File: config.mk
export PLATFORM = sky130hd
export DESIGN_NAME = vsm_spi_master
export DESIGN_NICKNAME = d
export VERILOG_FILES = /design/src/rtl/vsm_pkg.sv /design/src/rtl/vsm_tick.sv /design/src/rtl/vsm_order.sv /design/src/rtl/vsm_spi_master.sv
export SDC_FILE = /design/constraint.sdc
export NUM_CORES = 1
export LEC_CHECK = 0
export ABC_AREA = 1
export BUFFER_PORTS_ARGS = -buffer_cell sky130_fd_sc_hd__buf_2
export CORE_UTILIZATION = 50
export DETAILED_ROUTE_END_ITERATION = 12
export HOLD_SLACK_MARGIN = 0.05
export PLACE_DENSITY = 0.68
export SETUP_SLACK_MARGIN = 0.02
export SYNTH_ARGS = -nofsm -noshare
export SYNTH_HDL_FRONTEND = slang
export SYNTH_SLANG_ARGS = --single-unit
File: constraint.sdc
create_clock -name clk -period 4.2 [get_ports clk]
set_clock_uncertainty 0.15 [all_clocks]
set_input_delay 1.05 -clock clk [delete_from_list [all_inputs] [get_ports clk]]
set_output_delay 1.05 -clock clk [all_outputs]
set_load 0.005 [all_outputs]
File: src/rtl/vsm_pkg.sv
package vsm_pkg;
    localparam int WORD_W  = 32;
    localparam int LEN_W   = $clog2(WORD_W);
    localparam int MIN_LEN = 8;

    typedef enum logic [1:0] {
        ST_IDLE   = 2'd0,
        ST_RUN    = 2'd1,
        ST_GAP    = 2'd2,
        ST_FINISH = 2'd3
    } vsm_state_e;
endpackage

File: src/rtl/vsm_tick.sv
module vsm_tick #(
    parameter int HALF_W = 8
) (
    input  logic              clk,
    input  logic              rst_n,
    input  logic              clear,
    input  logic [HALF_W-1:0] limit,
    output logic              tick
);
    logic [HALF_W-1:0] cnt_d, cnt_q;

    assign tick = (cnt_q == limit);

    always_comb begin
        if (clear || tick) cnt_d = '0;
        else               cnt_d = cnt_q + 1'b1;
    end

    always_ff @(posedge clk or negedge rst_n) begin
        if (!rst_n) cnt_q <= '0;
        else        cnt_q <= cnt_d;
    end

    // the half-period counter never runs past its limit
    assert_cnt_bound_R6: assert property (@(posedge clk) disable iff (!rst_n)
        !clear |-> cnt_q <= limit);
endmodule

File: src/rtl/vsm_order.sv
module vsm_order
    import vsm_pkg::*;
(
    input  logic [WORD_W-1:0] tx_in,
    input  logic [LEN_W-1:0]  tx_len_m1,
    input  logic              tx_lsb,
    output logic [WORD_W-1:0] tx_out,
    output logic              tx_first,
    input  logic [WORD_W-1:0] rx_in,
    input  logic [LEN_W-1:0]  rx_len_m1,
    input  logic              rx_lsb,
    output logic [WORD_W-1:0] rx_out
);
    localparam logic [LEN_W-1:0] TOP_IDX = LEN_W'(WORD_W - 1);

    logic [LEN_W-1:0] tx_pad, rx_pad;

    assign tx_pad = TOP_IDX - tx_len_m1;
    assign rx_pad = TOP_IDX - rx_len_m1;

    // MSB-first words are left-justified so the shifter always emits bit WORD_W-1
    assign tx_out   = tx_lsb ? tx_in : (tx_in << tx_pad);
    assign tx_first = tx_lsb ? tx_in[0] : tx_out[WORD_W-1];

    // LSB-first capture fills from the top; bring it down to bit 0
    assign rx_out   = rx_lsb ? (rx_in >> rx_pad) : rx_in;
endmodule

File: src/rtl/vsm_spi_master.sv
module vsm_spi_master
    import vsm_pkg::*;
#(
    parameter int HALF_W = 8,
    parameter int GAP_W  = 4
) (
    input  logic              clk,
    input  logic              rst_n,
    input  logic              start,
    input  logic [WORD_W-1:0] tx_word,
    input  logic [LEN_W-1:0]  len_m1,
    input  logic              lsb_first,
    input  logic              tx_on_fall,
    input  logic              rx_on_fall,
    input  logic              sclk_idle,
    input  logic              suspend_en,
    input  logic [GAP_W-1:0]  gap_len,
    input  logic [HALF_W-1:0] half_div,
    input  logic              miso,
    output logic              busy,
    output logic              done,
    output logic [WORD_W-1:0] rx_word,
    output logic              sclk,
    output logic              mosi,
    output logic              ss_n
);
    localparam logic [LEN_W-1:0] SHORT_M1 = LEN_W'(MIN_LEN - 1);
    localparam logic [LEN_W-1:0] FULL_M1  = LEN_W'(WORD_W - 1);

    typedef struct packed {
        vsm_state_e        st;
        logic              phase;
        logic [LEN_W-1:0]  bitn;
        logic [LEN_W-1:0]  lenm1;
        logic              lsb;
        logic              tx_lead;
        logic              rx_lead;
        logic              idle;
        logic              susp;
        logic [GAP_W:0]    gcnt;
        logic [GAP_W-1:0]  gap;
        logic [HALF_W-1:0] half;
        logic [WORD_W-1:0] tx_sh;
        logic [WORD_W-1:0] rx_sh;
        logic [WORD_W-1:0] rx_word;
        logic              sclk;
        logic              mosi;
        logic              ss_n;
        logic              done;
    } vsm_regs_t;

    vsm_regs_t r_d, r_q;

    logic              tick;
    logic [LEN_W-1:0]  len_eff;
    logic [WORD_W-1:0] tx_aligned, rx_aligned, tx_next;
    logic              tx_first;

    assign len_eff = (len_m1 < SHORT_M1) ? SHORT_M1 : len_m1;

    vsm_tick #(.HALF_W(HALF_W)) u_tick (
        .clk   (clk),
        .rst_n (rst_n),
        .clear (r_q.st == ST_IDLE),
        .limit (r_q.half),
        .tick  (tick)
    );

    vsm_order u_order (
        .tx_in     (tx_word),
        .tx_len_m1 (len_eff),
        .tx_lsb    (lsb_first),
        .tx_out    (tx_aligned),
        .tx_first  (tx_first),
        .rx_in     (r_q.rx_sh),
        .rx_len_m1 (r_q.lenm1),
        .rx_lsb    (r_q.lsb),
        .rx_out    (rx_aligned)
    );

    assign tx_next = r_q.lsb ? (r_q.tx_sh >> 1) : (r_q.tx_sh << 1);

    always_comb begin
        r_d      = r_q;
        r_d.done = 1'b0;
        unique case (r_q.st)
            ST_IDLE: begin
                r_d.sclk = sclk_idle;
                r_d.ss_n = 1'b1;
                if (start) begin
                    r_d.st      = ST_RUN;
                    r_d.phase   = 1'b0;
                    r_d.bitn    = '0;
                    r_d.lenm1   = len_eff;
                    r_d.lsb     = lsb_first;
                    // the leading edge is rising exactly when idle is low
                    r_d.tx_lead = (tx_on_fall == sclk_idle);
                    r_d.rx_lead = (rx_on_fall == sclk_idle);
                    r_d.idle    = sclk_idle;
                    r_d.susp    = suspend_en && (len_eff == FULL_M1);
                    r_d.gap     = gap_len;
                    r_d.half    = half_div;
                    r_d.tx_sh   = tx_aligned;
                    r_d.rx_sh   = '0;
                    r_d.mosi    = tx_first;
                    r_d.ss_n    = 1'b0;
                end
            end
            ST_RUN: begin
                if (tick) begin
                    if (!r_q.phase) begin
                        r_d.phase = 1'b1;
                        r_d.sclk  = ~r_q.idle;
                        if (r_q.tx_lead && r_q.bitn != '0) begin
                            r_d.tx_sh = tx_next;
                            r_d.mosi  = r_q.lsb ? tx_next[0] : tx_next[WORD_W-1];
                        end
                        if (r_q.rx_lead)
                            r_d.rx_sh = r_q.lsb ? {miso, r_q.rx_sh[WORD_W-1:1]}
                                                : {r_q.rx_sh[WORD_W-2:0], miso};
                    end else begin
                        r_d.phase = 1'b0;
                        r_d.sclk  = r_q.idle;
                        if (!r_q.tx_lead && r_q.bitn != r_q.lenm1) begin
                            r_d.tx_sh = tx_next;
                            r_d.mosi  = r_q.lsb ? tx_next[0] : tx_next[WORD_W-1];
                        end
                        if (!r_q.rx_lead)
                            r_d.rx_sh = r_q.lsb ? {miso, r_q.rx_sh[WORD_W-1:1]}
                                                : {r_q.rx_sh[WORD_W-2:0], miso};
                        if (r_q.bitn == r_q.lenm1) begin
                            r_d.st = ST_FINISH;
                        end else begin
                            r_d.bitn = r_q.bitn + 1'b1;
                            if (r_q.susp && r_q.bitn[2:0] == 3'd7) begin
                                r_d.st   = ST_GAP;
                                r_d.gcnt = {r_q.gap, 1'b1};
                            end
                        end
                    end
                end
            end
            ST_GAP: begin
                if (tick) begin
                    if (r_q.gcnt == '0) r_d.st   = ST_RUN;
                    else                r_d.gcnt = r_q.gcnt - 1'b1;
                end
            end
            ST_FINISH: begin
                r_d.st      = ST_IDLE;
                r_d.done    = 1'b1;
                r_d.ss_n    = 1'b1;
                r_d.rx_word = rx_aligned;
            end
            default: r_d.st = ST_IDLE;
        endcase
    end

    always_ff @(posedge clk or negedge rst_n) begin
        if (!rst_n) begin
            r_q      <= '0;
            r_q.st   <= ST_IDLE;
            r_q.ss_n <= 1'b1;
        end else begin
            r_q <= r_d;
        end
    end

    assign busy    = (r_q.st != ST_IDLE);
    assign done    = r_q.done;
    assign rx_word = r_q.rx_word;
    assign sclk    = r_q.sclk;
    assign mosi    = r_q.mosi;
    assign ss_n    = r_q.ss_n;

    assert_done_single_R8: assert property (@(posedge clk) disable iff (!rst_n)
        done |=> !done);

    assert_done_released_R8: assert property (@(posedge clk) disable iff (!rst_n)
        done |-> (!busy && ss_n));

    assert_gap_hold_R7: assert property (@(posedge clk) disable iff (!rst_n)
        (r_q.st == ST_GAP) |-> (!ss_n && sclk == r_q.idle));

    assert_sclk_steady_R6: assert property (@(posedge clk) disable iff (!rst_n)
        (r_q.st == ST_RUN && !tick) |=> $stable(sclk));

    assert_bit_bound_R2: assert property (@(posedge clk) disable iff (!rst_n)
        busy |-> (r_q.bitn <= r_q.lenm1));

    assert_start_ignored_R9: assert property (@(posedge clk) disable iff (!rst_n)
        (busy && start && r_q.st != ST_FINISH) |=> (busy && $stable(r_q.lenm1)));

    assert_idle_level_R1: assert property (@(posedge clk) disable iff (!rst_n)
        (r_q.st == ST_IDLE && $past(r_q.st == ST_IDLE) && $past(rst_n))
            |-> sclk == $past(sclk_idle));
endmodule

# Word level (Yosys, flattened, before mapping)
# Cells that the tools add are included.
[word_totals]
out_inout_bits = 37
inputBits = 58
elab_cells = 116
reg_bits = 143
[classes]
reduce_logical = 21
n_addsub = 5
shift = 2
eq_ne = 23
bitwise_logic = 1
order_cmp = 1
muxes = 43
[op_table]
columns = ["cell", "n"]
rows = [
  ["2-to-1 mux 32 bit", 8],
  ["2-to-1 mux 64 bit", 3],
  ["case mux 64 bit (2 select lines)", 1],
  ["2-to-1 mux 5 bit", 9],
  ["left shift 32 x 5 -> 32 bit", 1],
  ["right shift 32 x 5 -> 32 bit", 1],
  ["2-to-1 mux 18 bit", 1],
  ["2-to-1 mux 2 bit", 8],
  ["2-to-1 mux 8 bit", 2],
  ["!= test 3 bit, second input constant", 5],
  ["AND reduction 5 bit", 3],
  ["!= test 2 bit, second input constant", 6],
  ["case mux 6 bit (2 select lines)", 1],
  ["case mux 5 bit (2 select lines)", 1],
  ["subtractor 5 bit, first input constant", 2],
  ["adder 8 x 1 -> 8 bit, second input constant", 1],
  ["equality test 8 bit", 1],
  ["case mux 2 bit (4 select lines)", 1],
  ["nonzero test 2 bit", 4],
  ["AND reduction 7 bit", 1],
  ["2-to-1 mux 1 bit", 6],
  ["AND reduction 6 bit", 1],
  ["adder 5 x 1 -> 5 bit, second input constant", 1],
  ["equality test 5 bit", 1],
  ["other kinds (20)", 27],
]

# Depth between registers and ports, before layout
[depth]
ltp_word = 8
mapped_depth = 14

# Modules after synthesis
# Synthesis repeated with hierarchy kept, for this count alone.
[unflattened]
cells_unflattened = 1643
hier_area_um2 = 11233.3
[by_module_without_submodules]
columns = ["mod", "n_inst", "area_each_um2", "cells_each"]
rows = [
  ["vsm_spi_master", 1, 6950.4, 786],
  ["vsm_order", 1, 3767.4, 785],
  ["vsm_tick", 1, 515.5, 72],
]

# Least setup slack after synthesis
# No wires, ideal clock.
[synth_path]
kind = "input to register"
from = "input len_m1[3]"
to = "register r_q[82] in the netlist's numbering"
arrival_ps = 2229
path_stages = 11
slack_ps = 1748
path_buffers = 2
path_cell_list = "buf_6 o21ai_4 buf_6 nand2_2 nand2_1 nand3_2 nand3_1 nand3_1 o21ai_1 nand2_1 a21oi_2"
[synth_between]
elab_chain_len = 7
[synth_lines]
columns = ["item", "line", "rtl"]
rows = [
  ["from (decl)", "vsm_spi_master.sv:11", "input logic [LEN_W-1:0] len_m1,"],
  ["less-than comparator 5 x 3 -> 1 bit", "vsm_spi_master.sv:59", "assign len_eff = (len_m1 < SHORT_M1) ? SHORT_M1 : len_m1;"],
  ["2-to-1 mux 5 bit (*)", "vsm_spi_master.sv:59", ""],
  ["subtractor 5 bit (*)", "vsm_order.sv:18", "assign tx_pad = TOP_IDX - tx_len_m1;"],
  ["left shift 32 x 5 -> 32 bit (*)", "vsm_order.sv:22", "assign tx_out = tx_lsb ? tx_in : (tx_in << tx_pad);"],
  ["2-to-1 mux 32 bit (*)", "vsm_order.sv:22", ""],
  ["2-to-1 mux 64 bit (*)", "vsm_spi_master.sv:90", "if (start) begin"],
  ["case mux 64 bit (2 select lines) (*)", "vsm_spi_master.sv:86", "unique case (r_q.st)"],
  ["to (signal assigned)", "vsm_spi_master.sv:165", "r_q <= r_d;"],
  ["to (decl)", "vsm_spi_master.sv:52", "vsm_regs_t r_d, r_q;"],
]
# Every way passes the cells marked *; elsewhere a longest branch is shown, timed or not. The select of a mux whose other input is x is not followed.
# A chain may end at the register's enable or synchronous reset.

# Worst setup path in the final report
[layout_path]
from = "register r_q[134] in the netlist's numbering"
to = "register r_q[52] in the netlist's numbering"
[layout_between]
elab_chain_len = 3
word_cells_on_any_way = 9
[layout_lines]
columns = ["item", "line"]
rows = [
  ["equality test 2 x 1 -> 1 bit / zero test 2 bit (equally long branches)", "vsm_spi_master.sv:86"],
  ["!= test 3 bit (no source line) (tied with other cells)", "-"],
  ["AND reduction 5 bit (no source line)", "-"],
]
# Several ways; a longest one is shown, not always the timed one.

==> metrics.csv <==
stage,metric,value,unit
layout,number of nets in the layout,1746,
sta,number of endpoints with negative hold slack in the final report,0,
synth,Mapped Nets,1745,
worst_setup_path,Crit path arrival time,3.15,ns
clocking,total number of H-tree levels,4,
floorplan,number of rows created at floorplan,53,
sta,number of setup violations in the final report,0,
placed_design,post-detail-place hpwl,24200,um
clocking,buffer levels on the longest clock path,2,
layout,area of the multi-input gates,6100,um2
sta,maximum clock frequency,0.329,GHz
synth,Synth Instances,1676,
grt,GRT Overall Usage,0.313,
synth,"FFs w/ async S/R, synth",1.00,
worst_setup_path,maximum fanout encountered on the critical timing path,64,
clocking,count of clock tree sinks,143,
layout,diode count,0,
clocking,# Post-CTS Setup Buffers,0,
worst_setup_path,critical path data required time,4.31,ns
drt,per-cell routed wire length,17.1,um
layout,fraction of layout instances using a drive strength above 1,0.114,
job,max_cap viols,0,
layout,storage element area,3580,um2
grt,global route overflow,0,
sta,setup tns final,0,ns
layout,"Area growth, synth to finish",7.68,%
outcome,run status,finished clean,
sta,slew of the pin with the lowest slew margin,1.14,ns
grt,number of antenna violations at the first check in global routing,0,
floorplan,top-level port count,95,
drt,First DRT Iteration DRCs,932,
synth,mapped cell area,10900,um2
clocking,CTS Root Buffer Type,clkbuf_16,
synth,warning count from the yosys run,0,
clocking,number of buffers created by CTS,17,
synth,number of enable-type register cells in the synthesized netlist,0,
worst_setup_path,Worst setup SP type,register,
worst_setup_path,register-to-register path setup slack,1.16,ns
synth,register bit total from synthesis,143,
synth,main flop type after synthesis,dfrtp_1,
worst_setup_path,Crit Path Class,register to register,
drt,"antenna viol nets, final",0,
power,static leakage,5.58,nW
grt,first-pass GRT wire length,55000,um
synth,Synth cell types,45,
drt,via count of the routed design,11289,
sta,Period minus WS final,3.04,ns
sta,RSZ-0062 raised after global routing,false,
hold_path,worst min-delay path class,register to register,
drt,Initial DRT Pass Iterations,5,
layout,layout filler cell count,2223,
power,"IR drop worst, VDD",0.282,mV
placed_design,placer's final routability congestion estimate,0.983,
drt,DRC errors left,0,
clocking,# resized after CTS,0,
clocking,clock-pin slew of the registers on the worst-case setup and hold paths,0.07,ns
placed_design,quantity of I/O buffers inserted on ports,94,
sta,Final period util,0.724,
grt,maximum number of pins on one net before global-route repair,73,
floorplan,core area,21200,um2
floorplan,vertical die dimension,150,um
sta,smallest hold slack,0.328,ns
sta,Slew HR,0.241,
grt,number of global-route vias before repair,10534,
floorplan,area enclosed by the die boundary,22400,um2
floorplan,Die Wd,150,um
synth,Post-Syn Area per Cell,6.52,um2
clocking,clock tree from TritonCTS,done,
floorplan,initial core utilization,0.515,
clocking,cts hold-fix bufs,0,
power,power density relative to cell area,660,nW/um2
worst_setup_path,kind of end point of the critical path,register,
clocking,clock network latency to the later pin of the worst-skew pair,0.44,ns
drt,WL final,33700,um
sta,count of pins over their slew limit,0,
drt,via density per instance,5.75,
synth,sequential-to-total area share from yosys stat,0.328,
[registers in the layout, indices dropped and copies added (netlist names)]
register	cells
r_q	99
rx_word	32
u_tick.cnt_q	8
done	1
mosi	1
sclk	1
ss_n	1
[final cells by class]
type,count,area share
Clock inverter,14,0.0119
Clock buffer,18,0.0373
Inverter,133,0.0426
Tap cell,275,0.0292
Sequential cell,143,0.304
Multi-Input combinational cell,1265,0.518
Timing Repair Buffer,117,0.0563
[kinds of logic (layout without fill, tap and decap cells)]
| kind of cell | after synthesis | in the layout | synth area share |
|---|---|---|---|
| flops | 143 | 143 | 0.328 |
| xor+xnor | 19 | 19 | 0.0152 |
| mux | 8 | 8 | 0.00733 |
| simple gates | 911 | 911 | 0.363 |
| buf+inv | 268 | 282 | 0.115 |
| compound gates | 316 | 316 | 0.159 |
| fa+ha+maj | 11 | 11 | 0.0126 |
[through the flow]
step	cells	worst slack, ns	util	power, mW	cell area [um2]
floorplan	1676	1.75	-	5.40	10900
global placement	1933	0.835	0.527	6.17	11200
detailed placement	1933	0.869	0.527	6.23	11200
CTS	1965	1.13	0.554	7.76	11800
global route	1965	0.834	0.554	8.43	11800
finish	1965	1.16	0.554	7.76	11800
[layout by cell type, fill, tap and decap left out, drive strengths merged, types with 10 or more instances in the layout]
cell	count
xor2	10
o22ai	25
ha	11
o21ai	178
a21oi	69
nand2	456
buf	117
inv	140
a31oi	21
nor2	131
dfrtp	142
nor3	28
nand3	279
clkbuf	18
[final timing paths]
path,endpoint,startpoint,cells past startpoint
hold reg to reg,r_q[108],r_q[108],2
max in group asynchronous,r_q[36],rst_n,3
setup / recovery,r_q[52],r_q[134],9
min in group asynchronous,r_q[66],rst_n,1
setup reg to reg,r_q[52],r_q[134],9
hold / removal,r_q[108],r_q[108],2
[synthesized netlist by cell type (2+ instances only)]
cell type    n  area, um2
nand3_1    270       1350
nor3b_1      3       22.5
nor2_4       5       56.3
ha_1        11        138
nand3_2      9       90.1
nand2_2      2       12.5
o21ai_4      2       32.5
nor2_2       3       18.8
nand2_1    453       1700
mux2i_1      8       80.1
o22ai_1     25        156
a21oi_2      5       43.8
inv_1      123        462
o31ai_1      3       22.5
a21oi_1     64        320
buf_6        7       78.8
clkbuf_1    37        139
xor2_1      10       87.6
clkinv_1     4       15.0
nor2_1     122        458
buf_4       38        285
inv_2        5       18.8
nand4_1      6       37.5
a31oi_1     21        131
buf_2       38        190
o211ai_1     8       60.1
or2_2        6       37.5
a211oi_1     2       15.0
nor3_1      28        140
buf_1       15       56.3
o21ai_1     14       70.1
o21ai_0    162        811
dfrtp_1    142       3550
a22oi_1      6       45.0
xnor2_1      9       78.8
[where the power goes]
part           total [mW]  switching [mW]  internal (mW)  leakage [nW]
Clock                1.51           0.705          0.807         0.288
Sequential           2.30           0.396           1.91          1.77
Combinational        3.95            2.68           1.27          3.52
Total                7.76            3.78           3.98          5.58
[critical path: stages (launching register included)]
cell and delay, ns:
dfrtp_1 0.39, inv_1 0.10, ha_1 0.23, buf_4 0.20, nand2_1 0.08, nand2_1 0.07
inv_2 0.08, nand2_2 0.33, nor2_4 1.00, o21ai_0 0.21
[routing by layer]
layer / routed length, um / GRT usage
met1: 15200 / 0.424
met2: 15300 / 0.500
met3: 2010 / 0.0418
met4: 1220 / 0.134
met5: 0 / 0
No activity file was read; power rests on OpenSTA's default activity.
